**src/rtl/ecc_inj_pkg.sv**
```systemverilog
package ecc_inj_pkg;
  localparam int CFG_DW     = 32;
  localparam int CFG_AW     = 4;
  localparam int NUM_FIELDS = 6;
  localparam int WILD_BIT   = 31;

  localparam logic [CFG_AW-1:0] RA_DIMM = 4'd0;
  localparam logic [CFG_AW-1:0] RA_RANK = 4'd1;
  localparam logic [CFG_AW-1:0] RA_CHAN = 4'd2;
  localparam logic [CFG_AW-1:0] RA_BANK = 4'd3;
  localparam logic [CFG_AW-1:0] RA_PAGE = 4'd4;
  localparam logic [CFG_AW-1:0] RA_COL  = 4'd5;
  localparam logic [CFG_AW-1:0] RA_MASK = 4'd6;
  localparam logic [CFG_AW-1:0] RA_HALF = 4'd7;
  localparam logic [CFG_AW-1:0] RA_KIND = 4'd8;
  localparam logic [CFG_AW-1:0] RA_ARM  = 4'd9;
  localparam logic [CFG_AW-1:0] RA_CNT  = 4'd10;

  // injection kind: bit0 repeat, bit1 check-bit flip, bit2 parity flip
  typedef struct packed {
    logic par;
    logic ecc;
    logic rpt;
  } kind_t;

  function automatic int max_of(input int a, input int b);
    return (a > b) ? a : b;
  endfunction
endpackage

```
**src/rtl/ecc_inj_field_cmp.sv**
```systemverilog
module ecc_inj_field_cmp #(
  parameter int W = 8
) (
  input  logic [W-1:0] want,
  input  logic         wild,
  input  logic [W-1:0] got,
  output logic         hit
);
  assign hit = wild | (want == got);
endmodule

```
**src/rtl/ecc_inj_cfg.sv**
```systemverilog
module ecc_inj_cfg import ecc_inj_pkg::*; #(
  parameter int MAX_W = 12,
  parameter int FW0 = 1,
  parameter int FW1 = 2,
  parameter int FW2 = 2,
  parameter int FW3 = 3,
  parameter int FW4 = 12,
  parameter int FW5 = 10,
  parameter int CHK_W = 8,
  parameter int CNT_W = 8
) (
  input  logic              clk,
  input  logic              rst_n,
  input  logic              cfg_we,
  input  logic [CFG_AW-1:0] cfg_addr,
  input  logic [CFG_DW-1:0] cfg_wdata,
  output logic [CFG_DW-1:0] cfg_rdata,
  input  logic              xfer_inj,
  output logic [MAX_W-1:0]  fval [NUM_FIELDS],
  output logic [NUM_FIELDS-1:0] fwild,
  output logic [CHK_W-1:0]  mask,
  output logic [1:0]        half,
  output kind_t             kind,
  output logic              armed
);
  localparam int FW [NUM_FIELDS] = '{FW0, FW1, FW2, FW3, FW4, FW5};
  localparam logic [CNT_W-1:0] CNT_MAX = {CNT_W{1'b1}};

  logic [CHK_W-1:0] mask_q;
  logic [1:0]       half_q;
  kind_t            kind_q;
  logic             armed_q;
  logic [CNT_W-1:0] cnt_q;
  logic             arm_wr;
  logic             unused_wdata;

  assign arm_wr       = cfg_we && (cfg_addr == RA_ARM);
  assign unused_wdata = ^cfg_wdata;

  for (genvar i = 0; i < NUM_FIELDS; i++) begin : g_field
    localparam logic [MAX_W-1:0] VMASK = {MAX_W{1'b1}} >> (MAX_W - FW[i]);
    logic [MAX_W-1:0] v_q;
    logic             w_q;
    always_ff @(posedge clk or negedge rst_n) begin
      if (!rst_n) begin
        v_q <= '0;
        w_q <= 1'b1;
      end else if (cfg_we && (cfg_addr == CFG_AW'(i))) begin
        v_q <= cfg_wdata[MAX_W-1:0] & VMASK;
        w_q <= cfg_wdata[WILD_BIT];
      end
    end
    assign fval[i]  = v_q;
    assign fwild[i] = w_q;
  end

  always_ff @(posedge clk or negedge rst_n) begin
    if (!rst_n) begin
      mask_q <= '0;
      half_q <= '0;
      kind_q <= '0;
    end else if (cfg_we) begin
      if (cfg_addr == RA_MASK) mask_q <= cfg_wdata[CHK_W-1:0];
      if (cfg_addr == RA_HALF) half_q <= cfg_wdata[1:0];
      if (cfg_addr == RA_KIND) kind_q <= cfg_wdata[2:0];
    end
  end

  // software arm/disarm wins over a same-cycle injection
  always_ff @(posedge clk or negedge rst_n) begin
    if (!rst_n) begin
      armed_q <= 1'b0;
      cnt_q   <= '0;
    end else if (arm_wr) begin
      armed_q <= |cfg_wdata;
      cnt_q   <= '0;
    end else if (xfer_inj) begin
      if (!kind_q.rpt) armed_q <= 1'b0;
      if (cnt_q != CNT_MAX) cnt_q <= cnt_q + CNT_W'(1);
    end
  end

  always_comb begin
    cfg_rdata = '0;
    for (int i = 0; i < NUM_FIELDS; i++) begin
      if (cfg_addr == CFG_AW'(i)) begin
        cfg_rdata[MAX_W-1:0] = fval[i];
        cfg_rdata[WILD_BIT]  = fwild[i];
      end
    end
    case (cfg_addr)
      RA_MASK: cfg_rdata[CHK_W-1:0] = mask_q;
      RA_HALF: cfg_rdata[1:0]       = half_q;
      RA_KIND: cfg_rdata[2:0]       = kind_q;
      RA_ARM:  cfg_rdata[0]         = armed_q;
      RA_CNT:  cfg_rdata[CNT_W-1:0] = cnt_q;
      default: ;
    endcase
  end

  assign mask  = mask_q;
  assign half  = half_q;
  assign kind  = kind_q;
  assign armed = armed_q;

  assert_oneshot_disarm_R8: assert property (@(posedge clk) disable iff (!rst_n)
    (xfer_inj && !kind_q.rpt && !arm_wr) |=> !armed_q);
  assert_repeat_hold_R9: assert property (@(posedge clk) disable iff (!rst_n)
    (xfer_inj && kind_q.rpt && !arm_wr) |=> armed_q);
  assert_cnt_step_R10: assert property (@(posedge clk) disable iff (!rst_n)
    (xfer_inj && !arm_wr && cnt_q != CNT_MAX) |=> cnt_q == $past(cnt_q) + CNT_W'(1));
  assert_cnt_clear_R10: assert property (@(posedge clk) disable iff (!rst_n)
    arm_wr |=> cnt_q == '0);
  assert_stall_hold_R11: assert property (@(posedge clk) disable iff (!rst_n)
    (!xfer_inj && !cfg_we) |=> ($stable(armed_q) && $stable(cnt_q)));
endmodule

```
**src/rtl/ecc_inj_flip.sv**
```systemverilog
module ecc_inj_flip #(
  parameter int CHK_W = 8
) (
  input  logic [CHK_W-1:0] chk_in,
  input  logic             par_in,
  input  logic [CHK_W-1:0] mask,
  input  logic [1:0]       half,
  input  logic             do_ecc,
  input  logic             do_par,
  input  logic             fire,
  output logic [CHK_W-1:0] chk_out,
  output logic             par_out
);
  localparam int HALF_W = CHK_W / 2;

  logic [CHK_W-1:0] sel;

  for (genvar h = 0; h < 2; h++) begin : g_half
    assign sel[h*HALF_W +: HALF_W] = {HALF_W{half[h]}};
  end

  assign chk_out = chk_in ^ ((fire && do_ecc) ? (mask & sel) : '0);
  assign par_out = par_in ^ (fire && do_par);
endmodule

```
**src/rtl/ecc_inj_unit.sv**
```systemverilog
module ecc_inj_unit import ecc_inj_pkg::*; #(
  parameter int DIMM_W = 1,
  parameter int RANK_W = 2,
  parameter int CHAN_W = 2,
  parameter int BANK_W = 3,
  parameter int PAGE_W = 12,
  parameter int COL_W  = 10,
  parameter int CHK_W  = 8,
  parameter int CNT_W  = 8
) (
  input  logic              clk,
  input  logic              rst_n,
  input  logic              cfg_we,
  input  logic [CFG_AW-1:0] cfg_addr,
  input  logic [CFG_DW-1:0] cfg_wdata,
  output logic [CFG_DW-1:0] cfg_rdata,
  input  logic              in_valid,
  output logic              in_ready,
  input  logic [DIMM_W-1:0] in_dimm,
  input  logic [RANK_W-1:0] in_rank,
  input  logic [CHAN_W-1:0] in_chan,
  input  logic [BANK_W-1:0] in_bank,
  input  logic [PAGE_W-1:0] in_page,
  input  logic [COL_W-1:0]  in_col,
  input  logic [CHK_W-1:0]  in_chk,
  input  logic              in_par,
  output logic              out_valid,
  input  logic              out_ready,
  output logic [CHK_W-1:0]  out_chk,
  output logic              out_par,
  output logic              out_injected
);
  localparam int MAX_W = max_of(max_of(max_of(DIMM_W, RANK_W), max_of(CHAN_W, BANK_W)),
                                max_of(PAGE_W, COL_W));

  logic [MAX_W-1:0]      fval  [NUM_FIELDS];
  logic [MAX_W-1:0]      req_f [NUM_FIELDS];
  logic [NUM_FIELDS-1:0] fwild;
  logic [NUM_FIELDS-1:0] fhit;
  logic [CHK_W-1:0]      mask;
  logic [1:0]            half;
  kind_t                 kind;
  logic                  armed;
  logic                  fire;
  logic                  xfer_inj;

  assign req_f[0] = MAX_W'(in_dimm);
  assign req_f[1] = MAX_W'(in_rank);
  assign req_f[2] = MAX_W'(in_chan);
  assign req_f[3] = MAX_W'(in_bank);
  assign req_f[4] = MAX_W'(in_page);
  assign req_f[5] = MAX_W'(in_col);

  ecc_inj_cfg #(
    .MAX_W(MAX_W), .FW0(DIMM_W), .FW1(RANK_W), .FW2(CHAN_W),
    .FW3(BANK_W), .FW4(PAGE_W), .FW5(COL_W), .CHK_W(CHK_W), .CNT_W(CNT_W)
  ) u_cfg (
    .clk(clk), .rst_n(rst_n), .cfg_we(cfg_we), .cfg_addr(cfg_addr),
    .cfg_wdata(cfg_wdata), .cfg_rdata(cfg_rdata), .xfer_inj(xfer_inj),
    .fval(fval), .fwild(fwild), .mask(mask), .half(half), .kind(kind), .armed(armed)
  );

  for (genvar i = 0; i < NUM_FIELDS; i++) begin : g_cmp
    ecc_inj_field_cmp #(.W(MAX_W)) u_cmp (
      .want(fval[i]), .wild(fwild[i]), .got(req_f[i]), .hit(fhit[i])
    );
  end

  assign fire     = in_valid && armed && (kind.ecc || kind.par) && (&fhit);
  assign xfer_inj = fire && out_ready;

  ecc_inj_flip #(.CHK_W(CHK_W)) u_flip (
    .chk_in(in_chk), .par_in(in_par), .mask(mask), .half(half),
    .do_ecc(kind.ecc), .do_par(kind.par), .fire(fire),
    .chk_out(out_chk), .par_out(out_par)
  );

  assign out_valid    = in_valid;
  assign in_ready     = out_ready;
  assign out_injected = fire;

  assert_passthru_R6: assert property (@(posedge clk) disable iff (!rst_n)
    (in_valid && !out_injected) |-> (out_chk == in_chk && out_par == in_par));
  assert_par_keeps_chk_R5: assert property (@(posedge clk) disable iff (!rst_n)
    (out_injected && !kind.ecc) |-> out_chk == in_chk);
  assert_par_flip_R5: assert property (@(posedge clk) disable iff (!rst_n)
    (out_injected && kind.par) |-> out_par != in_par);
  assert_needs_match_R3: assert property (@(posedge clk) disable iff (!rst_n)
    out_injected |-> (fwild[3] || in_bank == BANK_W'(fval[3])));
endmodule

```
**config.mk**
```make
export PLATFORM = sky130hd
export DESIGN_NAME = ecc_inj_unit
export DESIGN_NICKNAME = d
export VERILOG_FILES = /design/src/rtl/ecc_inj_pkg.sv /design/src/rtl/ecc_inj_field_cmp.sv /design/src/rtl/ecc_inj_cfg.sv /design/src/rtl/ecc_inj_flip.sv /design/src/rtl/ecc_inj_unit.sv
export SDC_FILE = /design/constraint.sdc
export NUM_CORES = 1
export LEC_CHECK = 0
export BUFFER_PORTS_ARGS = -buffer_cell sky130_fd_sc_hd__buf_2
export CELL_PAD_IN_SITES_DETAIL_PLACEMENT = 0
export CELL_PAD_IN_SITES_GLOBAL_PLACEMENT = 2
export CORE_MARGIN = 2
export CORE_UTILIZATION = 32
export CTS_CLUSTER_DIAMETER = 50
export DETAILED_ROUTE_END_ITERATION = 12
export HOLD_SLACK_MARGIN = 0.12
export PLACE_DENSITY_LB_ADDON = 0.25
export SYNTH_ARGS = -nofsm -noshare
export SYNTH_HDL_FRONTEND = slang
export SYNTH_HIERARCHICAL = 1
export SYNTH_SLANG_ARGS = --single-unit
```
**constraint.sdc**
```tcl
create_clock -name clk -period 3.1 [get_ports clk]
set_input_delay 0.62 -clock clk [delete_from_list [all_inputs] [get_ports clk]]
set_output_delay 0.62 -clock clk [all_outputs]
set_load 0.05 [all_outputs]
```
== Word-level counts from Yosys, hierarchy flattened ==
Cells that the tools add are included.
Storage, ports and cells
  output and inout bits: 44
  register bits after elaboration: 58
  input bits: 80
Operators by class
  mux-type cells: 23
  bitwise operators: 9
  equality and inequality tests: 18
  reduce and logical (&&, ||, !) cells: 24
  $add $sub $neg: 1
Operators by type and width (count)
  $mux 8: 4
  $reduce_or 32->1: 1
  $mux 12: 2
  $eq 4x3->1 const B: 4
  $logic_and 1x1->1: 13
  $eq 12x12->1: 1
  $eq 4x4->1 const B: 3
  $eq 10x10->1: 1
  $mux 1: 10
  $pmux 5 s2: 1
  $reduce_and 2->1: 5
  $add 8x1->8 const B: 1
  $and 8x8->8: 1
  $eq 4x2->1 const B: 2
  $ne 8x8->1 const B: 1
  $xor 8x8->8: 1
  $or 1x1->1: 6
  $reduce_and 6->1: 1
  $pmux 1 s5: 1
  $eq 2x2->1: 2
  $eq 4x1->1 const B: 1
  $logic_not 4->1: 1
  $mux 2: 2
  $pmux 1 s4: 1
  8 further kinds: 9

== Depth between registers and ports, before layout ==
Gate-level depths: netlist (run 1).
  depth in word-level cells: 8
  mapped depth: 10
  gate-level depth less buffers: 9

== Modules after synthesis ==
Netlist (run 1), hierarchy kept.
Modules (own cells, without submodules)
  ecc_inj_cfg: sequential area each 1458.9 sq um, cells an instance 323, area each 3468.3 sq um, instances 1
  ecc_inj_field_cmp: sequential area each 0.0 sq um, cells an instance 16, area each 132.6 sq um, instances 6
  ecc_inj_flip: sequential area each 0.0 sq um, cells an instance 20, area each 151.4 sq um, instances 1
  ecc_inj_unit: sequential area each 0.0 sq um, cells an instance 9, area each 56.3 sq um, instances 1

== Worst setup path after synthesis (run 1) ==
No wires, ideal clock.
  kind: input-to-output
  from: in in_page[0]
  to: out out_chk[4]
  stages: 8
  slack: -1231 ps
  data arrival time: 3711 ps
  buffers on the path: 1
  required time: 2480 ps
  cells stage by stage: xor2_1 -> nor4_1 -> a31o_1 -> nand4_1 -> nor3_1 -> buf_6 -> nand4_1 -> xnor2_1
On the way
  word-level cells in the longest chain between the ends: 7
RTL lines
  from (decl): line ecc_inj_unit.sv:23  | input logic [PAGE_W-1:0] in_page,
  $eq 12x12->1: line ecc_inj_field_cmp.sv:9  | assign hit = wild | (want == got);
  $or 1x1->1: line ecc_inj_field_cmp.sv:9
  via fhit[4]: line ecc_inj_unit.sv:39  | logic [NUM_FIELDS-1:0] fhit;
  $reduce_and 6->1: line ecc_inj_unit.sv:69  | assign fire = in_valid && armed && (kind.ecc || kind.par) && (&fhit);
  $logic_and 1x1->1: line ecc_inj_unit.sv:69
  via out_injected: line ecc_inj_unit.sv:31  | output logic out_injected
  $logic_and 1x1->1: line ecc_inj_flip.sv:22  | assign chk_out = chk_in ^ ((fire && do_ecc) ? (mask & sel) : '0);
  $mux 8: line ecc_inj_flip.sv:22
  $xor 8x8->8: line ecc_inj_flip.sv:22
  to (decl): line ecc_inj_unit.sv:29  | output logic [CHK_W-1:0] out_chk,
The timed path passes the listed nets, and every way through them passes these cells.

== Worst setup path in the final report (run 1) ==
  from: reg u_cfg.g_field[5].v_q[5]
  to: out out_chk[7]
On the way
  word-level cells in the longest chain between the ends: 7
RTL lines
  from (decl): line ecc_inj_cfg.sv:42  | logic [MAX_W-1:0] v_q;
  from (signal assigned): line ecc_inj_cfg.sv:49  | v_q <= cfg_wdata[MAX_W-1:0] & VMASK;
  $eq 10x10->1: line ecc_inj_field_cmp.sv:9
  $or 1x1->1: line ecc_inj_field_cmp.sv:9
  via fhit[5]: line ecc_inj_unit.sv:39
  $reduce_and 6->1: line ecc_inj_unit.sv:69
  $logic_and 1x1->1: line ecc_inj_unit.sv:69
  $logic_and 1x1->1: line ecc_inj_flip.sv:22
  $mux 8: line ecc_inj_flip.sv:22
  $xor 8x8->8: line ecc_inj_flip.sv:22
The timed path passes the listed nets, and every way through them passes these cells.

==> results of run 1 <==
## layout by cell type, fill, tap and decap left out, drive strengths merged, types with 7 or more instances in the layout
master,count
mux2i,9
xnor2,12
mux2,51
nand2,10
conb,103
buf,122
dfrtp,52
nor2,20
nand4,15
clkbuf,13
o21ai,8
inv,7
xor2,73
nor4,27
nand3,10
## metrics by stage
stage               cell area, um2  power [mW]
finish                        5645       2.743
global route                  5645       2.905
CTS                           5628       2.757
detailed placement            5278       1.812
global placement              5278       1.796
floorplan                     5031       1.648
## registers in the layout, indices dropped and copies added (netlist names)
register and flops:
u_cfg/kind 3, u_cfg/g_field.v_q 30, u_cfg/g_field.w_q 6, u_cfg/cnt_q 8, u_cfg/half 2, u_cfg/mask 8
u_cfg/armed 1
## layer usage
metal | wire, um | track usage (%)
met5 | 0 | 0
met2 | 5294 | 25.49
met3 | 629 | 3.764
met1 | 5709 | 23.85
met4 | 131 | 4.239
## logic make-up (layout without fill, tap and decap cells)
kind of cell / after synthesis / in the layout / synth area share (%)
AO/OA/AOI/OAI: 42 / 42 / 6.575
XOR/XNOR: 85 / 85 / 16.65
flip-flops: 58 / 58 / 32.62
other: 2 / 103 / 0.1679
AND/OR/NAND/NOR: 105 / 105 / 13.46
buffers and inverters: 93 / 145 / 14.38
adder cells (fa/ha/maj): 1 / 1 / 0.2798
multiplexers: 62 / 62 / 15.86
## worst max path at each step
| stage | end | cells past startpoint | startpoint | slack [ns] |
|---|---|---|---|---|
| 4_1_cts | out_chk[2] | 10 | u_cfg/g_field[5].v_q[5]$_DFFE_PN0P_ | -0.11 |
| 2_1_floorplan | out_chk[4] | 8 | in_bank[1] | -0.20 |
| 3_5_place_dp | out_chk[2] | 10 | in_bank[1] | -0.34 |
| 6_report | out_chk[7] | 10 | u_cfg/g_field[5].v_q[5]$_DFFE_PN0P_ | -0.07 |
| 3_3_place_gp | out_chk[2] | 10 | in_bank[1] | -0.34 |
| 5_1_grt | out_chk[7] | 10 | u_cfg/g_field[5].v_q[5]$_DFFE_PN0P_ | -0.21 |
## cell usage after synthesis, drive strengths merged, types with 2 or more instances
| cell | n | area share (%) |
|---|---|---|
| inv | 7 | 0.59 |
| mux4 | 2 | 1.0 |
| and3 | 4 | 0.56 |
| nor4 | 27 | 3.9 |
| a211o | 2 | 0.39 |
| conb | 2 | 0.17 |
| a31o | 6 | 1.2 |
| a21oi | 4 | 0.45 |
| nand2 | 10 | 0.90 |
| dfrtp | 52 | 29 |
| nor2b | 4 | 0.56 |
| and4 | 3 | 0.59 |
| nand4 | 15 | 2.1 |
| o32ai | 2 | 0.39 |
| nand3 | 10 | 1.2 |
| o22ai | 6 | 0.84 |
| xor2 | 73 | 14 |
| dfstp | 6 | 3.5 |
| nor2 | 20 | 1.9 |
| clkbuf | 4 | 0.36 |
| mux2 | 51 | 13 |
| o2111ai | 2 | 0.39 |
| nor3 | 6 | 0.78 |
| buf | 82 | 13 |
| o21ai | 8 | 0.90 |
| mux2i | 9 | 2.0 |
| nand2b | 3 | 0.42 |
| a31oi | 2 | 0.28 |
| xnor2 | 12 | 2.4 |
| a22oi | 6 | 1.0 |
## repair_timing
| item | 4_1_cts | 5_1_grt |
|---|---|---|
| pin swaps | 3 | 2 |
| endpoints found under the setup margin | 9 | 10 |
| resized for setup | 17 | 2 |
| setup buffers | 3 | 1 |
## final cells by class
cell class                      count  area (um2)
Multi-Input combinational cell    398        2935
Clock inverter                      3       15.01
Fill cell                        1409        8128
Tap cell                          180       225.2
Inverter                            7       26.28
Sequential cell                    58        1459
Clock buffer                       13       260.3
Timing Repair Buffer              122       724.4
## power breakdown
part           total (mW)  internal (mW)  switching [mW]
clock network       0.915          0.580           0.336
registers            1.09          0.926           0.167
logic               0.736          0.336           0.400
total                2.74           1.84           0.902
==> results.md, run 1 <==
- At the end of the flow the core is filled with cells to about two fifths.
- The die covers between 10000 and 15000 um2.
- The overall routing resource usage is between 10% and 20%.
- After legalization and detailed placement, the total HPWL measured around 9400 um.
- IR analysis of the VDD net gives a maximum drop of around 0.24 mV.
- The per-cell via count in the routed design is 4.502.
- The worst setup path is captured at an output pin.
- The highest clock rate is around 320 MHz.
- Entering global routing, the biggest net connects 43 pins.
- The TritonCTS clock tree is yes.
- The global-route wire length before repair is around 19000 um.
- The post-synthesis instance area is approximately 4500 um2.
- The height of the die is 122.2 um.
- The mean cell area of the mapped netlist is approximately 10 um2.
- Once detail routing completed, the nets flagged for antenna violations numbered 0.
- STA classifies the critical path startpoint as a flop.
- The final hold slack is 0.4447 ns.
- The worst reg2reg path endpoint is u_cfg/cnt_q[5]$_DFFE_PN0P_.
- The post-detailed-route DRC marker count is 0.
- Setup repair after global routing could not meet its margin everywhere.
- Traced cell by cell, the critical path runs through xor2_1, nor4_2, buf_4, a31o_1, nand4_1, nor3_4, buf_12, nand4_1, xnor2_4, buf_6.
- The worst setup path is of the flop to output pin kind.
- The number of antenna violations at the first check in global routing is 0.
- Counting flops and latches in the post-synthesis netlist gives between 50 and 60.
- The clock skew after layout is 0.01048 ns.
- The time the worst path needs with I/O delays and setup is 3.169 ns.
- The number of nets in the final layout is around 680.
- The cell repeated most along the worst path is sky130_fd_sc_hd__nand4_1.
- Dividing the detail-routed wire length by the instance count gives ~15 um.
- The clock-pin slew of the registers on the worst-case setup and hold paths is 0.06 ns.
- The quantity of I/O buffers inserted on ports is ~100.
- At the later pin of the worst-skew pair, clock insertion delay measures about 0.33 ns.
- In the post-route analysis, the smallest setup slack over all paths is -0.06918 ns.
- The cell count after synthesis came out at 448.
- The initial core utilization is between 30 and 40%.
- The dominant register cell in the synthesized netlist is sky130_fd_sc_hd__dfrtp_1.
- The maximum fanout along the worst path is 10.
- The flow ran to the end, but the final reports show violations.
- The worst reg2reg path depth is 12.
- The region available for standard cell placement spans roughly 14000 um2.
- The tightest min-delay check is of the input port to async pin type.
- The cell leakage power is just under 3 nW.
- The max-slew violation count is 0.
- The final setup violation count is 8.
- The placer's final routability congestion estimate is about 0.82.
- For this design, the sink count on the clock tree is 58.
- The cell with the largest stage delay on the worst path is sky130_fd_sc_hd__dfrtp_1.
- The first-pass iteration count of the detailed router is 4.
- The via count of the first global-routing pass came to around 3500.
- The largest single stage delay on the critical path is 0.40 ns.
- The detailed router placed 3516 vias in this run.
- The number of placed cells counting well taps is ~760.
- Timing analysis after detailed placement gives a worst setup slack of -0.3368 ns.
- The slew at the pin closest to its max-slew limit is 0.9610 ns.
- The share of the Yosys chip area taken by registers is between 30% and 40%.
- The count of buffer and inverter cells on the critical path is 3.
- At the worst endpoint, the required time is about 2.5 ns.
- The async set-reset flop share out of synthesis is 100.0%.
- The area overhead of the layout relative to synthesis is 26.24%.
- The power density over the cells is between 400 and 500 nW/um2.
- The layout cell share with drive strength beyond 1 is 33.94%.
- The startpoint identified for the worst register-to-register timing path is u_cfg/g_field[5].v_q[5]$_DFFE_PN0P_.
- The final layout contains routed wiring with a total length of around 12000 um.
- The initial detailed-routing violation count is about 120.
- The final-layout setup total negative slack is -0.3761 ns.
- The longest clock path from root to sink contains 2 buffers.
- The max-capacitance violation count is 0.
- The number of hold buffers added after cts is 0.
- Summed over all layers, the global routing overflow is 0.
- The relative slew slack is approximately 36%.
- The slack of the worst reg-to-reg path is 0.38 ns.
- Counting distinct cell types in the post-synthesis netlist gives a little under 50.
- The post-route fraction of the period consumed by the critical path is 102.2%.
- The worst path arrival time is 2.55 ns.
- The number of antenna diodes is 0.
- The clock tree root buffer cell is sky130_fd_sc_hd__clkbuf_16.
- The number of hold violations in the final report is 0.
- around 120 I/O pins were placed.
- The checks that failed: negative setup slack.
- Yosys printed 6 warnings.
- For this run, the number of standard cells in the final layout without fillers is ~780.
- CTS built an H-tree with a depth of 3.
- The number of placement rows is 43.
- The cell type group with the largest total delay on the critical path is simple AND/OR/NAND/NOR gates.
- The number of enable flip-flop cells after synthesis is 0.
- The total clock buffers created by CTS is 9.
- The die is 122.2 um wide.
No activity file was read; power rests on OpenSTA's default activity.
==> inputs of run 2 (changes only) <==
CORE_UTILIZATION = 29   (was 32)
clock period = 2.6 ns   (was 3.1 ns; I/O delays follow)
==> results.md, run 2 (synthesis gave the netlist of run 1 again) <==
- The fraction of the core area covered by cells at the end of the flow is around two fifths.
- Counting I/O delays and the setup requirement, the final critical path takes 3.075 ns.
- Clock tree synthesis selected as its root buffer the cell sky130_fd_sc_hd__clkbuf_16.
- The total number of H-tree levels is 3.
- The worst path arrival time is ~2.6 ns.
- In this run the count of I/O pins placed on the die edge is ~120.
- The congestion estimate from routability-driven global placement came to 0.8003.
- The final setup violation count is 10.
- The clock arrives with ~0.011 ns of skew.
- Derived from the worst setup path, the maximum achievable clock frequency is 325.2 MHz.
- Detailed routing inserted a total of between 3000 and 4000 vias.
- The register area is between 1000 and 1500 um2.
- The initial detailed-routing violation count is ~140.
- The number of antenna violations at the first check in global routing is 0.
- The multi-input combinational cells in the finished layout cover a total of around 3000 um2.
- The area overhead of the layout relative to synthesis is 33.30%.
- The floorplan step defined a die boundary enclosing between 15000 and 20000 um2.
- The maximum fanout along the worst path is 9.
- In the final routed layout, each cell accounts on average for around 15 um.
- The first detailed-routing pass ran for 4 iterations.
- The total clock buffers created by CTS is 9.
- The critical path endpoint category is an output pin.
- The final layout contains routed wiring with a total length of 12260 um.
- The per-cell via count in the routed design is ~4.3.
- By startpoint and endpoint, the worst setup path is classified as flop to output pin.
- For the pin with the worst max-slew slack, the measured transition is approximately 0.76 ns.
- The layout cell share with drive strength beyond 1 is 38.18%.
- Summed over all nets, the half-perimeter wirelength after detailed placement is around 9900 um.
- The first global-routing pass estimated just under 20000 um of wire.
- The via count of the first global-routing pass is around 3600.
- The checks that failed: negative setup slack.
- For this run, design rule violations remaining after detail routing come to 0.
- The total power after layout is 3.607 mW.
- Once routing completed, OpenROAD measured the worst setup slack at -0.4747 ns.
- The clock latency at the later pin of the worst-skew pair is approximately 0.33 ns.
- The clock sink count is 58.
- TritonCTS built the clock tree.
- The width of the die is ~130 um.
- Setup repair after global routing could not meet its margin everywhere.
- The number of hold violations in the final report came to 0.
- With fillers left out, the area of the finished cells amounts to 5961 um2.
- Leaving out fill and tap cells, the most frequent cell in the layout is sky130_fd_sc_hd__conb_1.
- The relative slew slack is 49.01%.
- The worst-case IR drop observed on VDD is about 0.26 mV.
- For flop-to-flop paths, the worst setup slack is approximately 0.12 ns.
- The core region area is approximately 15000 um2.
- The worst path uses 118.3% of the clock period.
- The max-slew violation count is 0.
- The path class of the tightest hold or removal check is input port to async pin.
- The detail route stage leaves a number of antenna-violating nets equal to 0.
- The total placed instance area is 5479 um2.
- The final-layout setup total negative slack is -3.944 ns.
- The final global-route overflow total is 0.
- The number of nets in the final layout is roughly 700.
- The flow ran to the end, but the final reports show violations.
- The sort of element at the start of the critical path is a flop.
- The longest clock path from root to sink contains 2 buffers.
- The register with the most flip-flops in the layout has 30 of them.
- The initial core utilization is between 20 and 30%.
- The max-capacitance violation count is 0.
- Clock-pin slew was measured on the worst setup and hold paths at 0.06 ns.
- Entering global routing, the biggest net connects ~60 pins.
- The number of fillers in the final layout is 1514.
- During placement, the flow inserted port buffers numbering 104.
- The worst path required time is about 2.1 ns.
- The cell leakage power is 3.065 nW.
- The power density over the cells is 605.2 nW/um2.
- Global routing consumed, over all layers together, between 15 and 20% of the routing resources.
- The register ranked first by flip-flop count is u_cfg/g_field.v_q.
- The number of antenna diodes is 0.
- The library cells used most frequently in the layout, excluding fill and tap cells, are 103 x sky130_fd_sc_hd__conb_1, 93 x sky130_fd_sc_hd__buf_2, 73 x sky130_fd_sc_hd__xor2_1.
- From bottom edge to top edge, the die measures 128.2 um.
- The number of placement rows is 45.
run 2: changes by cell type in the layout (fill, tap and decap cells not counted), sizes merged:
cell	before	now
clkbuf	13	10
clkinvlp	0	1
buf	122	147
bufinv	0	2
run 2: what timing repair did:
action	4_1_cts	5_1_grt
setup endpoints to repair	11	18
buffers inserted	2	2
hold buffers	0	0
pin swaps	5	13
resized for setup	23	11
run 2: path summary, 6_finish.rpt:
check | depth (start not counted) | start | to
worst max-delay path | 10 | u_cfg/g_field[2].v_q[1]$_DFFE_PN0P_ | out_chk[0]
worst min-delay path | 2 | rst_n | u_cfg/cnt_q[3]$_DFFE_PN0P_
worst max register to register | 12 | u_cfg/g_field[2].v_q[1]$_DFFE_PN0P_ | u_cfg/cnt_q[6]$_DFFE_PN0P_
worst min register to register | 1 | u_cfg/kind[0]$_DFFE_PN0P_ | u_cfg/kind[0]$_DFFE_PN0P_
max in group asynchronous | 2 | rst_n | u_cfg/g_field[5].v_q[6]$_DFFE_PN0P_
min in group clk | 2 | cfg_wdata[9] | u_cfg/g_field[5].v_q[9]$_DFFE_PN0P_
run 2: area by class of cell:
cell class | instances | area share, %
clock buffer | 10 | 4.009
clock inverter | 6 | 1.511
inverter | 7 | 0.4408
multi-input combinational | 398 | 50.04
sequential | 58 | 24.48
tap | 188 | 3.946
timing repair buffer | 147 | 15.58
run 2: worst max-delay path, cell delays in order, from the launching register on:
cell,delay (ns)
sky130_fd_sc_hd__dfrtp_1,0.40
sky130_fd_sc_hd__xor2_1,0.15
sky130_fd_sc_hd__nor4_1,0.26
sky130_fd_sc_hd__a31o_1,0.23
sky130_fd_sc_hd__nand4_1,0.10
sky130_fd_sc_hd__buf_4,0.16
sky130_fd_sc_hd__nor3_4,0.14
sky130_fd_sc_hd__buf_12,0.15
sky130_fd_sc_hd__nand4_1,0.23
sky130_fd_sc_hd__xnor2_4,0.23
sky130_fd_sc_hd__buf_6,0.17
run 2: power breakdown:
part           internal [mW]  switching, mW
Combinational          0.495          0.532
Sequential              1.10          0.177
Clock                  0.866          0.434
Total                   2.46           1.14
run 2: per-stage QoR:
step           hold slack (ns)  cells  setup WS (ns)
2_1_floorplan           0.2244    549        -0.5027
3_3_place_gp            0.5145    794        -0.6551
3_5_place_dp            0.5225    794        -0.7125
4_1_cts                 0.3784    812        -0.5228
5_1_grt                 0.4108    814        -0.6268
6_report                0.3516    814        -0.4747
run 2: routing by layer:
metal | wire length [um] | track usage (%) | vias up
met5 | 0 | 0 | -
met4 | 96 | 4.202 | 0
met3 | 702 | 2.295 | 7
met2 | 5566 | 24.91 | 108
met1 | 5897 | 22.04 | 1635
li1 | - | - | 1773
==> inputs of run 3 (changes only) <==
PLACE_DENSITY_LB_ADDON = 0.1   (was 0.25)
==> results.md, run 3 (synthesis gave the netlist of run 1 again) <==
- The clock-pin slew of the registers on the worst-case setup and hold paths is around 0.050 ns.
- The number of nets in the final layout is around 710.
- Clock tree synthesis found a total of 58 sinks.
- The worst setup path is captured at an output pin.
- The worst path arrival time is approximately 2.7 ns.
- The most frequent standard cell in the layout excluding fill and tap cells is sky130_fd_sc_hd__conb_1.
- The root buffer cell chosen for the clock tree is sky130_fd_sc_hd__clkbuf_16.
- The die covers 16430 um2.
- The peak-usage layer in the global routing report is met2.
- The final setup slack of the worst path is -0.6147 ns.
- The die is approximately 130 um tall.
- The global-route wire length before repair is 19640 um.
- Summed over all cells, the static leakage comes to ~3.1 nW.
- The placer's final routability congestion estimate is 0.7609.
- The core region area is roughly 15000 um2.
- Along the worst path, the maximum fanout reaches 5.
- Global routing consumed, on the met3 layer, ~3.2% of the routing resources.
- After detailed routing, the number of vias per cell comes to about 4.4.
- The H-tree was split into 3 levels.
- The largest individual stage delay along the critical path comes from the cell sky130_fd_sc_hd__dfrtp_1.
- The via count of the first global-routing pass is between 3000 and 4000.
- In the global route stage, met1 resource usage came out at between 20% and 30%.
- The critical path start-end classification is flop to output pin.
- The power density over the cells is about 600 nW/um2.
- In the final routed layout, each cell accounts on average for between 15 and 20 um.
- On the critical path the largest part of the delay comes from simple AND/OR/NAND/NOR gates.
- The number of hold buffers added after cts is 0.
- The total clock buffers created by CTS is 9.
- The maximum number of pins on one net before global-route repair is 35.
- Compared with the post-synthesis result, the final layout area differs by 36.79%.
- IR analysis of the VDD net gives a maximum drop of ~0.27 mV.
- At the later pin of the worst-skew pair, clock insertion delay measures ~0.33 ns.
- The register with the most flip-flops in the layout has 30 of them.
- In this run the remaining antenna-violating nets after routing total 0.
- Setup repair after global routing could not meet its margin everywhere.
- The number of antenna diodes is 0.
- The highest clock rate is between 300 and 400 MHz.
- The register ranked first by flip-flop count is u_cfg/g_field.v_q.
- The critical path goes through xor2_1, nor4_2, a31o_1, nand4_1, nor3_4, buf_6, nand4_1, xnor2_4, buf_6.
- The slew at the pin closest to its max-slew limit is ~0.61 ns.
- Once the floorplan was initialized, standard cells occupied between 20% and 30% of the core.
- No sink is reached through more buffers than the 2 on the longest clock path.
- The area taken by multi-input logic gates is 3030 um2.
- The overall routing resource usage is 15.75%.
- The most critical setup path has its endpoint at out_chk[5].
- Measured in cells, the most critical reg-to-reg path has a length of 11.
- The number of antenna violations at the first check in global routing is 0.
- The count of buffer and inverter cells on the critical path is 2.
- The startpoint of the most critical setup path is u_cfg/g_field[5].v_q[5]$_DFFE_PN0P_.
- The TritonCTS clock tree is yes.
- The I/O pin count is between 100 and 150.
- In the layout the commonest cells are 103 x sky130_fd_sc_hd__conb_1, 93 x sky130_fd_sc_hd__buf_2, 72 x sky130_fd_sc_hd__xor2_1.
- The number of placement rows is between 40 and 50.
- The worst hold-check path type is input port to async pin.
- The width of the die is between 100 and 150 um.
- The total power after layout is 3.686 mW.
- The initial detailed-routing violation count is roughly 100.
- The post-detailed-route DRC marker count is 0.
- The met2 layer usage reported by global route is between 20% and 30%.
- The final hold slack is 0.2010 ns.
- The post-route netlist has 39.78% of its cells at a drive strength greater than 1.
- The count of buffers added on input and output ports is between 100 and 150.
- The checks that failed: negative setup slack.
- After filler insertion, the fill cell instance count of the layout stands at about 1500.
- The relative slew slack is between 50% and 60%.
- The number of hold violations in the final report is 0.
- The clock skew after layout is around 0.0067 ns.
- Setup slack on the worst reg-to-reg path comes out at -0.11 ns.
- The placed wire-length estimate after detailed placement is approximately 10000 um.
- The first-pass iteration count of the detailed router is 4.
- For this block, the routed nets add up to 12370 um of wire.
- The worst reg2reg path endpoint is u_cfg/cnt_q[6]$_DFFE_PN0P_.
- Max-cap violations in this run came to 0.
- The routed design could run at a clock period as short as between 3 and 4 ns.
- The run finished, with violations left.
- The final setup violation count is 12.
- For this run the aggregate overflow at the end of global routing stands at 0.
- The number of gates on the worst path with buffers counted is 9.
- Data on the critical path is required at its endpoint by 2.08 ns.
- The worst stage delay on the critical path is around 0.4 ns.
- The vias after detailed routing is ~3600.
- The fraction of the core area covered by cells at the end of the flow is between 40% and 50%.
- The max-slew violation count is 0.
- The register area is 1459 um2.
- The post-route fraction of the period consumed by the critical path is 123.6%.
- The sort of element at the start of the critical path is a flop.
- The worst register-to-register path begins at u_cfg/g_field[5].v_q[5]$_DFFE_PN0P_.
==> run 3: cell types whose count changed in the layout (fill, tap and decap cells not counted), moves of 2 or more <==
cell / delta
sky130_fd_sc_hd__buf_4: +6
sky130_fd_sc_hd__buf_6: +3
sky130_fd_sc_hd__clkbuf_8: +2
sky130_fd_sc_hd__clkinv_4: -2
sky130_fd_sc_hd__nor4_1: -3
sky130_fd_sc_hd__nor4_2: +2
==> run 3: area by class of cell <==
class                           instances  share of cell area [%]
Clock buffer                           12                   4.357
Clock inverter                          4                   1.186
Inverter                                7                  0.4295
Sequential cell                        58                   23.85
Timing Repair Buffer                  157                   16.79
Tap cell                              188                   3.845
Multi-Input combinational cell        398                   49.54
==> run 3: worst min-delay path by stage <==
stage | end | slack (ns) | start
after floorplan | u_cfg/armed$_DFFE_PN0P_ | 0.22 | rst_n
after global routing | u_cfg/cnt_q[6]$_DFFE_PN0P_ | 0.23 | rst_n
after detailed placement | u_cfg/kind[0]$_DFFE_PN0P_ | 0.53 | u_cfg/kind[0]$_DFFE_PN0P_
after global placement | u_cfg/kind[0]$_DFFE_PN0P_ | 0.52 | u_cfg/kind[0]$_DFFE_PN0P_
after CTS | u_cfg/cnt_q[3]$_DFFE_PN0P_ | 0.21 | rst_n
final | u_cfg/cnt_q[3]$_DFFE_PN0P_ | 0.20 | rst_n
==> run 3: power breakdown <==
| group | internal [mW] | switching [mW] | leakage [nW] |
|---|---|---|---|
| Clock | 0.915 | 0.425 | 0.165 |
| Combinational | 0.526 | 0.551 | 2.27 |
| Sequential | 1.10 | 0.166 | 0.714 |
==> run 3: routing by layer <==
| layer | share of wire [%] | up-vias |
|---|---|---|
| li1 | - | 1787 |
| met1 | 44 | 1712 |
| met2 | 51 | 80 |
| met3 | 3.5 | 10 |
| met4 | 1.3 | 0 |
| met5 | 0 | - |
==> run 3: through the flow <==
stage,instances,area (um2),setup WS [ns],setup TNS (ns)
floorplan,549,5035,-0.5027,-4.223
global placement,803,5559,-0.7818,-11.61
detailed placement,803,5559,-0.7940,-11.04
CTS,822,6026,-0.6823,-6.536
global route,824,6117,-0.7923,-8.163
finish,824,6117,-0.6147,-5.718
==> run 3: worst reg2reg max path, cell delays in order (launching register included) <==
cell and delay, ns:
sky130_fd_sc_hd__dfrtp_1 0.40, sky130_fd_sc_hd__xor2_1 0.16, sky130_fd_sc_hd__nor4_2 0.39, sky130_fd_sc_hd__a31o_1 0.19, sky130_fd_sc_hd__nand4_1 0.22, sky130_fd_sc_hd__buf_4 0.22
sky130_fd_sc_hd__nor4_4 0.12, sky130_fd_sc_hd__buf_4 0.18, sky130_fd_sc_hd__nand3_4 0.08, sky130_fd_sc_hd__or4_1 0.51, sky130_fd_sc_hd__o21ai_1 0.09, sky130_fd_sc_hd__nor2_1 0.05
==> run 3: timing repair <==
| action | CTS | global route |
|---|---|---|
| setup endpoints to repair | 18 | 20 |
| resized for setup | 29 | 17 |
| pin swaps | 10 | 9 |
| gates cloned | 0 | 0 |
| buffers inserted | 4 | 5 |
